**src/rtl/swd_seq_pkg.sv**
```systemverilog
package swd_seq_pkg;

    typedef enum logic [3:0] {
        S_IDLE,
        S_DRM_HIGH,
        S_DRM_ALERT,
        S_DRM_GAP,
        S_DRM_ACT,
        S_J2S_PRE,
        S_J2S_CODE,
        S_J2S_POST,
        S_RST_HIGH,
        S_RST_LOW,
        S_TSEL,
        S_IDRD,
        S_ABORT,
        S_DONE,
        S_FAIL
    } seq_state_t;

    // Widest single wire segment (the alert pattern)
    localparam int SEG_WIDTH = 128;

    localparam logic [127:0] ALERT_WORD    = 128'h19BC0EA2_E3DDAFE9_86852D95_6209F392;
    localparam logic [7:0]   ACTIVATE_CODE = 8'h1A;
    localparam logic [15:0]  SWITCH_CODE   = 16'hE79E;

    localparam logic [2:0]  ACK_OK      = 3'b001;
    localparam logic [3:0]  ADDR_TSEL   = 4'hC;
    localparam logic [3:0]  ADDR_ID     = 4'h0;
    localparam logic [3:0]  ADDR_ABORT  = 4'h0;
    localparam logic [31:0] ABORT_CLEAR = 32'h0000_001E;

endpackage

```
**src/rtl/swd_wire_gen.sv**
```systemverilog
module swd_wire_gen #(
    parameter  int SEG_W = 128,
    localparam int LEN_W = $clog2(SEG_W + 1)
) (
    input  logic             clk,
    input  logic             rst_n,
    input  logic             load,
    input  logic [SEG_W-1:0] word,
    input  logic [LEN_W-1:0] len,
    output logic             busy,
    output logic             done,
    output logic             swclk_o,
    output logic             swdio_o
);

    logic [SEG_W-1:0] shreg;
    logic [LEN_W-1:0] left;
    logic             phase;
    logic             busy_q;
    logic             done_q;

    always_ff @(posedge clk) begin
        if (!rst_n) begin
            shreg  <= '1;
            left   <= '0;
            phase  <= 1'b0;
            busy_q <= 1'b0;
            done_q <= 1'b0;
        end else begin
            done_q <= 1'b0;
            if (load && !busy_q) begin
                shreg  <= word;
                left   <= len;
                phase  <= 1'b0;
                busy_q <= (len != '0);
                done_q <= (len == '0);
            end else if (busy_q) begin
                phase <= ~phase;
                if (phase) begin
                    left <= left - 1'b1;
                    if (left == LEN_W'(1)) begin
                        busy_q <= 1'b0;
                        done_q <= 1'b1;
                    end else begin
                        shreg <= shreg >> 1;
                    end
                end
            end
        end
    end

    assign busy    = busy_q;
    assign done    = done_q;
    assign swclk_o = phase;
    assign swdio_o = shreg[0];

    // Data must not move while the clock is high
    assert_bit_hold_R5: assert property (@(posedge clk) disable iff (!rst_n)
        swclk_o |-> $stable(swdio_o));

    // A new segment is only requested when the shifter is free
    assert_load_idle_R5: assert property (@(posedge clk) disable iff (!rst_n)
        load |-> !busy);

endmodule

```
**src/rtl/swd_conn_fsm.sv**
```systemverilog
module swd_conn_fsm
    import swd_seq_pkg::*;
#(
    parameter  int SEG_W       = 128,
    parameter  int WAKE_HIGH   = 8,
    parameter  int GAP_LOW     = 4,
    parameter  int SWITCH_IDLE = 56,
    parameter  int RESET_HIGH  = 56,
    parameter  int RESET_LOW   = 2,
    localparam int LEN_W       = $clog2(SEG_W + 1)
) (
    input  logic             clk,
    input  logic             rst_n,
    input  logic             start,
    input  logic             multi_drop,
    input  logic [31:0]      tsel_value,
    input  logic             gen_done,
    output logic             seg_load,
    output logic [SEG_W-1:0] seg_word,
    output logic [LEN_W-1:0] seg_len,
    output logic             wire_oe,
    output logic             req_valid,
    output logic             req_rnw,
    output logic [3:0]       req_addr,
    output logic [31:0]      req_wdata,
    input  logic             rsp_valid,
    input  logic [2:0]       rsp_ack,
    input  logic [31:0]      rsp_rdata,
    output logic             done,
    output logic             error,
    output logic [31:0]      idcode
);

    seq_state_t  state, nxt;
    logic        launched;
    logic        md_q;
    logic [31:0] tsel_q;
    logic [31:0] idcode_q;
    logic        wire_st;
    logic        adv;
    logic        can_start;

    assign can_start = (state == S_IDLE) || (state == S_DONE) || (state == S_FAIL);

    // State register
    always_ff @(posedge clk) begin
        if (!rst_n) begin
            state    <= S_IDLE;
            launched <= 1'b0;
            md_q     <= 1'b0;
            tsel_q   <= '0;
            idcode_q <= '0;
        end else begin
            state <= nxt;
            if (state != nxt) begin
                launched <= 1'b0;
            end else if (seg_load) begin
                launched <= 1'b1;
            end
            if (can_start && start) begin
                md_q     <= multi_drop;
                tsel_q   <= tsel_value;
                idcode_q <= '0;
            end
            if (state == S_IDRD && rsp_valid && rsp_ack == ACK_OK) begin
                idcode_q <= rsp_rdata;
            end
        end
    end

    // Next state and segment selection
    always_comb begin
        nxt      = state;
        seg_word = '1;
        seg_len  = '0;
        wire_st  = 1'b0;
        unique case (state)
            S_IDLE, S_DONE, S_FAIL: begin
                if (start) nxt = multi_drop ? S_DRM_HIGH : S_J2S_PRE;
            end
            S_DRM_HIGH:  begin wire_st = 1'b1; seg_len = LEN_W'(WAKE_HIGH); end
            S_DRM_ALERT: begin wire_st = 1'b1; seg_word = SEG_W'(ALERT_WORD); seg_len = LEN_W'(128); end
            S_DRM_GAP:   begin wire_st = 1'b1; seg_word = '0; seg_len = LEN_W'(GAP_LOW); end
            S_DRM_ACT:   begin wire_st = 1'b1; seg_word = SEG_W'(ACTIVATE_CODE); seg_len = LEN_W'(8); end
            S_J2S_PRE:   begin wire_st = 1'b1; seg_len = LEN_W'(SWITCH_IDLE); end
            S_J2S_CODE:  begin wire_st = 1'b1; seg_word = SEG_W'(SWITCH_CODE); seg_len = LEN_W'(16); end
            S_J2S_POST:  begin wire_st = 1'b1; seg_len = LEN_W'(SWITCH_IDLE); end
            S_RST_HIGH:  begin wire_st = 1'b1; seg_len = LEN_W'(RESET_HIGH); end
            S_RST_LOW:   begin wire_st = 1'b1; seg_word = '0; seg_len = LEN_W'(RESET_LOW); end
            S_TSEL: begin
                if (rsp_valid) nxt = S_IDRD;
            end
            S_IDRD: begin
                if (rsp_valid) nxt = (rsp_ack == ACK_OK) ? S_ABORT : S_FAIL;
            end
            S_ABORT: begin
                if (rsp_valid) nxt = (rsp_ack == ACK_OK) ? S_DONE : S_FAIL;
            end
            default: nxt = S_IDLE;
        endcase
        adv = wire_st && launched && gen_done;
        if (adv) begin
            unique case (state)
                S_DRM_HIGH:  nxt = S_DRM_ALERT;
                S_DRM_ALERT: nxt = S_DRM_GAP;
                S_DRM_GAP:   nxt = S_DRM_ACT;
                S_J2S_PRE:   nxt = S_J2S_CODE;
                S_J2S_CODE:  nxt = S_J2S_POST;
                S_RST_HIGH:  nxt = S_RST_LOW;
                S_RST_LOW:   nxt = md_q ? S_TSEL : S_IDRD;
                default:     nxt = S_RST_HIGH;
            endcase
        end
        seg_load = wire_st && !launched;
    end

    // Outputs
    always_comb begin
        req_valid = 1'b0;
        req_rnw   = 1'b0;
        req_addr  = '0;
        req_wdata = '0;
        unique case (state)
            S_TSEL:  begin req_valid = 1'b1; req_addr = ADDR_TSEL; req_wdata = tsel_q; end
            S_IDRD:  begin req_valid = 1'b1; req_rnw = 1'b1; req_addr = ADDR_ID; end
            S_ABORT: begin req_valid = 1'b1; req_addr = ADDR_ABORT; req_wdata = ABORT_CLEAR; end
            default: ;
        endcase
        wire_oe = wire_st;
        done    = (state == S_DONE);
        error   = (state == S_FAIL);
        idcode  = idcode_q;
    end

    assert_req_hold_R10: assert property (@(posedge clk) disable iff (!rst_n)
        req_valid && !rsp_valid |=> req_valid && $stable(req_rnw)
                                   && $stable(req_addr) && $stable(req_wdata));

    assert_tsel_ack_ignored_R7: assert property (@(posedge clk) disable iff (!rst_n)
        req_valid && !req_rnw && req_addr == ADDR_TSEL && rsp_valid
            |=> req_valid && req_rnw && !error);

    assert_fail_cause_R8: assert property (@(posedge clk) disable iff (!rst_n)
        $rose(error) |-> $past(rsp_valid && rsp_ack != ACK_OK));

    assert_fail_hold_R8: assert property (@(posedge clk) disable iff (!rst_n)
        error && !start |=> error);

    assert_done_cause_R9: assert property (@(posedge clk) disable iff (!rst_n)
        $rose(done) |-> $past(rsp_valid && rsp_ack == ACK_OK && req_valid
                              && !req_rnw && req_addr == ADDR_ABORT));

endmodule

```
**src/rtl/swd_conn_seq.sv**
```systemverilog
module swd_conn_seq
    import swd_seq_pkg::*;
#(
    parameter int WAKE_HIGH   = 8,
    parameter int GAP_LOW     = 4,
    parameter int SWITCH_IDLE = 56,
    parameter int RESET_HIGH  = 56,
    parameter int RESET_LOW   = 2
) (
    input  logic        clk,
    input  logic        rst_n,
    input  logic        start,
    input  logic        multi_drop,
    input  logic [31:0] tsel_value,
    output logic        swclk_o,
    output logic        swdio_o,
    output logic        swdio_oe,
    output logic        req_valid,
    output logic        req_rnw,
    output logic [3:0]  req_addr,
    output logic [31:0] req_wdata,
    input  logic        rsp_valid,
    input  logic [2:0]  rsp_ack,
    input  logic [31:0] rsp_rdata,
    output logic        done,
    output logic        error,
    output logic [31:0] idcode
);

    localparam int SEG_W = SEG_WIDTH;
    localparam int LEN_W = $clog2(SEG_W + 1);

    logic             seg_load;
    logic [SEG_W-1:0] seg_word;
    logic [LEN_W-1:0] seg_len;
    logic             gen_busy;
    logic             gen_done;

    swd_conn_fsm #(
        .SEG_W      (SEG_W),
        .WAKE_HIGH  (WAKE_HIGH),
        .GAP_LOW    (GAP_LOW),
        .SWITCH_IDLE(SWITCH_IDLE),
        .RESET_HIGH (RESET_HIGH),
        .RESET_LOW  (RESET_LOW)
    ) i_fsm (
        .clk       (clk),
        .rst_n     (rst_n),
        .start     (start),
        .multi_drop(multi_drop),
        .tsel_value(tsel_value),
        .gen_done  (gen_done),
        .seg_load  (seg_load),
        .seg_word  (seg_word),
        .seg_len   (seg_len),
        .wire_oe   (swdio_oe),
        .req_valid (req_valid),
        .req_rnw   (req_rnw),
        .req_addr  (req_addr),
        .req_wdata (req_wdata),
        .rsp_valid (rsp_valid),
        .rsp_ack   (rsp_ack),
        .rsp_rdata (rsp_rdata),
        .done      (done),
        .error     (error),
        .idcode    (idcode)
    );

    swd_wire_gen #(
        .SEG_W(SEG_W)
    ) i_gen (
        .clk    (clk),
        .rst_n  (rst_n),
        .load   (seg_load),
        .word   (seg_word),
        .len    (seg_len),
        .busy   (gen_busy),
        .done   (gen_done),
        .swclk_o(swclk_o),
        .swdio_o(swdio_o)
    );

    // The wire is quiet whenever an access is handed to the engine
    assert_quiet_link_R6: assert property (@(posedge clk) disable iff (!rst_n)
        req_valid |-> !swclk_o && !swdio_oe && !gen_busy);

endmodule

```
**config.mk**
```make
export PLATFORM = sky130hd
export DESIGN_NAME = swd_conn_seq
export DESIGN_NICKNAME = d
export VERILOG_FILES = /design/src/rtl/swd_seq_pkg.sv /design/src/rtl/swd_wire_gen.sv /design/src/rtl/swd_conn_fsm.sv /design/src/rtl/swd_conn_seq.sv
export SDC_FILE = /design/constraint.sdc
export NUM_CORES = 1
export LEC_CHECK = 0
export BUFFER_PORTS_ARGS = -buffer_cell sky130_fd_sc_hd__buf_4
export CAP_MARGIN = 0
export CORE_ASPECT_RATIO = 1.1
export CORE_UTILIZATION = 59
export CTS_CLUSTER_DIAMETER = 40
export DETAILED_ROUTE_END_ITERATION = 10
export PLACE_DENSITY = 0.81
export SYNTH_ARGS = -nofsm -noshare
export SYNTH_HDL_FRONTEND = slang
export SYNTH_HIERARCHICAL = 1
export SYNTH_SLANG_ARGS = --single-unit
```
**constraint.sdc**
```tcl
create_clock -name clk -period 5.5 [get_ports clk]
set_input_delay 1.1 -clock clk [delete_from_list [all_inputs] [get_ports clk]]
set_output_delay 1.1 -clock clk [all_outputs]
set_load 0.01 [all_outputs]
```
==> impl.org <==
** Synth
- In this run the cell area of the synthesized design comes to 11,500 sq um.
- Instance count of the mapped netlist :: 1,483
- Of the synthesized area, sequential elements account for 0.365.
- Synthesis-stage register bit count :: 209
- Unique masters post-synth :: 53
- Number of flops mapped to enable cells by yosys :: 0
- Syn. warnings :: 6
- Synthesized area per cell :: 7.73 sq um
- Leading register cell type out of synthesis :: sky130_fd_sc_hd__dfxtp_1
- In the synthesized netlist the async set-or-reset flop fraction comes to 0.

** Timing
- Setup violation total in the final timing report :: 0
- On the final layout, the worst clock skew is 0.0173 ns.
- Period minus WS final :: 3.77 ns
- Part of the cycle the worst path needs :: 0.685
- Setup repair after global routing left no endpoint under its margin.
- Derived from the worst setup path, the maximum achievable clock frequency is 265 MHz.
- Number of hold violations in the final report :: 0
- For the pin with the worst max-slew slack, the measured transition is 1.12 ns.
- After routing, the total negative slack on setup checks comes to 0 ns.
- Slew Limit Headroom :: 0.256
- Max-slew violation total from the final report :: 0

** Min path
- The path class of the tightest hold or removal check is reg -> reg.
- The startpoint identified for the worst hold timing path is i_fsm/tsel_q[20].

** Floorplanning
- In this run the count of I/O pins placed on the die edge is 147.
- For this configuration, the core starts out at a cell density of 0.600.
- Die Height :: 148 um
- Num rows :: 53
- Floorplan core area :: 19,100 sq um
- Die area :: 20,000 sq um
- X dimension of the die :: 135 um

** Route
- The first detailed-routing pass ran for 5 iterations.
- The final layout contains routed wiring with a total length of 23,600 um.
- Routed wire length per instance :: 13.8 um
- In the routed layout, each cell is associated on average with a via count of 5.46.
- Drc violations :: 0
- The first routing iteration left 544 violations.
- The count of nets left with antenna violations once routing finished came out at 0.
- Detailed routing inserted a total of 9,319 vias.

** Pwr
- VDD IR-drop max :: 0.315 mV
- Summing internal, switching and leakage power gives 4.76 mW.
- Power spread over the standard cell area amounts to 376 nW/um^2.
- For this design the static power due to leakage is 6.51 nW.

** Run status
- Run status :: finished, final reports clean

** Clock network
- No sink is reached through more buffers than the 3 on the longest clock path.
- H-tree level count :: 2
- Clock network latency to the later pin of the worst-skew pair :: 0.50 ns
- The number of clock buffers added by TritonCTS is 34.
- CTS tree :: yes
- Clock-pin slew reported for the worst setup and hold paths after clock tree synthesis :: 0.05 ns
- Once the clock tree was built, the resizer swapped 0 gates to a different size.
- The number of setup buffers added after CTS is 0.
- CTS Root Buffer Type :: sky130_fd_sc_hd__clkbuf_16
- The number of hold buffers added after CTS was 0.
- Clock sink count :: 209

** Cells and area
- Commonest cells after routing, fill and taps aside :: sky130_fd_sc_hd__nand2_1 (376), sky130_fd_sc_hd__dfxtp_1 (209), sky130_fd_sc_hd__buf_4 (156)
- The final layout contains 1,515 nets.
- Compared with the post-synthesis result, the final layout area differs by 10.4%.
- The library cell used most frequently in the layout, excluding fill and tap cells, is sky130_fd_sc_hd__nand2_1.
- The repair_antennas step left the layout with diodes totalling 0.
- Fraction of final layout cells with drive strength greater than 1 :: 0.152

** Global route
- Pin count of the biggest net entering global routing :: 128
- Summed over all layers, the global routing overflow is 0.
- The number of antenna violations at the first check in global routing was 0.
- Global-route wire length before repair :: 39,300 um
- The via count of the first global-routing pass is 8,550.
- For this run, the total global-route usage over all layers was measured as 0.233.

** Worst setup path
- Required time worst endpoint :: 5.91 ns
- Critical Path Source :: i_fsm/state[2]
- The cell family contributing the most delay on the critical path is simple AND/OR/NAND/NOR gates.
- Crit. End Element :: flop
- Worst Path Buf+Inv :: 1
- Crit start category :: flop
- The startpoint identified for the worst register-to-register timing path is i_fsm/state[2].
- Data on the critical path arrives at its endpoint at 4.18 ns.
- Among all stages on the critical path, the largest delay is contributed by sky130_fd_sc_hd__dfxtp_1.
- Classification of the worst setup path :: reg -> reg
- Cell-by-cell listing of the critical path :: nor4_4, nor3_1, nor2b_4, buf_4, nand2_1, and3_1, mux2i_1
- Largest driver fanout on the critical path :: 58
- On the worst path, the slowest cell contributes a delay of 0.94 ns.

** Flow run
- Across the run, the number of max-cap violations was 0.

** Place
- Total of buffers placed on input and output ports :: 144
- Detail Placement HPWL :: 13,200 um
- Routability-driven placement finished with a final weighted congestion of 0.888.
stage by stage:
step                hold WS [ns]  cell area [sq um]  utilization  worst slack (ns)  instances
detailed placement         0.440              11500        0.602              1.78       1652
finish                     0.446              12700        0.663              1.73       1708
global placement           0.436              11500        0.602              1.91       1652
CTS                        0.448              12700        0.663              1.74       1708
floorplan                  0.430              11500            -              1.14       1486
global route               0.462              12700        0.663              1.29       1708
cell type report:
type	instances	area (sq um)
fill	1584	6430
multi-input combinational	1034	5800
sequential	209	4180
timing repair buffer	157	1190
clock buffer	45	973
tap	247	309
clock inverter	11	190
inverter	5	21.3
where the power goes:
part           switching (mW)  internal [mW]
sequential             0.0831           1.65
clock                   0.703           1.47
combinational           0.472          0.379
total                    1.26           3.50
layer usage:
metal  vias up  routed length, um  track usage
met2       242              11100        0.386
met3        44               1790       0.0743
met4         0                495       0.0775
met5         -                  0            0
met1      4354              10200        0.284
li1       4679                  -            -
cell usage after synthesis (3+ instances only):
| cell type | n | area share |
|---|---|---|
| sky130_fd_sc_hd__a21boi_1 | 41 | 0.027 |
| sky130_fd_sc_hd__nor4_1 | 6 | 0.0033 |
| sky130_fd_sc_hd__a21oi_1 | 19 | 0.0083 |
| sky130_fd_sc_hd__mux2i_1 | 128 | 0.11 |
| sky130_fd_sc_hd__and2_1 | 32 | 0.017 |
| sky130_fd_sc_hd__nor3_1 | 6 | 0.0026 |
| sky130_fd_sc_hd__and3_1 | 127 | 0.069 |
| sky130_fd_sc_hd__dfxtp_1 | 209 | 0.36 |
| sky130_fd_sc_hd__buf_6 | 6 | 0.0059 |
| sky130_fd_sc_hd__buf_4 | 147 | 0.096 |
| sky130_fd_sc_hd__inv_1 | 4 | 0.0013 |
| sky130_fd_sc_hd__a21boi_0 | 27 | 0.018 |
| sky130_fd_sc_hd__nand2b_1 | 10 | 0.0055 |
| sky130_fd_sc_hd__nand3_1 | 38 | 0.017 |
| sky130_fd_sc_hd__a211oi_1 | 6 | 0.0039 |
| sky130_fd_sc_hd__xnor2_1 | 4 | 0.0031 |
| sky130_fd_sc_hd__nand2_1 | 376 | 0.12 |
| sky130_fd_sc_hd__clkbuf_1 | 71 | 0.023 |
| sky130_fd_sc_hd__nor2b_1 | 5 | 0.0027 |
| sky130_fd_sc_hd__o2111ai_1 | 3 | 0.0023 |
| sky130_fd_sc_hd__o21ai_0 | 17 | 0.0074 |
| sky130_fd_sc_hd__buf_2 | 10 | 0.0044 |
| sky130_fd_sc_hd__or2_2 | 3 | 0.0016 |
| sky130_fd_sc_hd__buf_1 | 4 | 0.0013 |
| sky130_fd_sc_hd__nor2_1 | 142 | 0.046 |
cell families after synthesis:
kind of cell	share of synthesized area
AND/OR/NAND/NOR	0.301
adder cells (fa/ha/maj)	0.00305
buffers and inverters	0.133
multiplexers	0.112
AO/OA/AOI/OAI	0.0829
flip-flops	0.365
other	0.000327
XOR/XNOR	0.00305
sequential cells by signal, summed over array words and instances, names as in the netlist:
name / cells
i_fsm/md_q: 1
i_fsm/tsel_q: 32
i_gen/done: 1
i_fsm/idcode: 32
i_gen/shreg: 128
i_gen/left: 8
i_gen/busy: 1
i_fsm/state: 4
i_fsm/launched: 1
i_gen/swclk_o: 1
final timing paths:
path	to	slack [ns]	cells after the start
setup reg to reg	i_gen/shreg[63]	1.73	7
hold / removal	i_fsm/tsel_q[20]	0.45	2
setup / recovery	i_gen/shreg[63]	1.73	7
hold reg to reg	i_fsm/tsel_q[20]	0.45	2
worst reg2reg max path: stages (launching register included):
cell	delay, ns
sky130_fd_sc_hd__dfxtp_1	0.94
sky130_fd_sc_hd__nor4_4	0.10
sky130_fd_sc_hd__nor3_1	0.78
sky130_fd_sc_hd__nor2b_4	0.76
sky130_fd_sc_hd__buf_4	0.60
sky130_fd_sc_hd__nand2_1	0.13
sky130_fd_sc_hd__and3_1	0.23
sky130_fd_sc_hd__mux2i_1	0.15
Note: power is estimated with default switching activity, not from simulation.
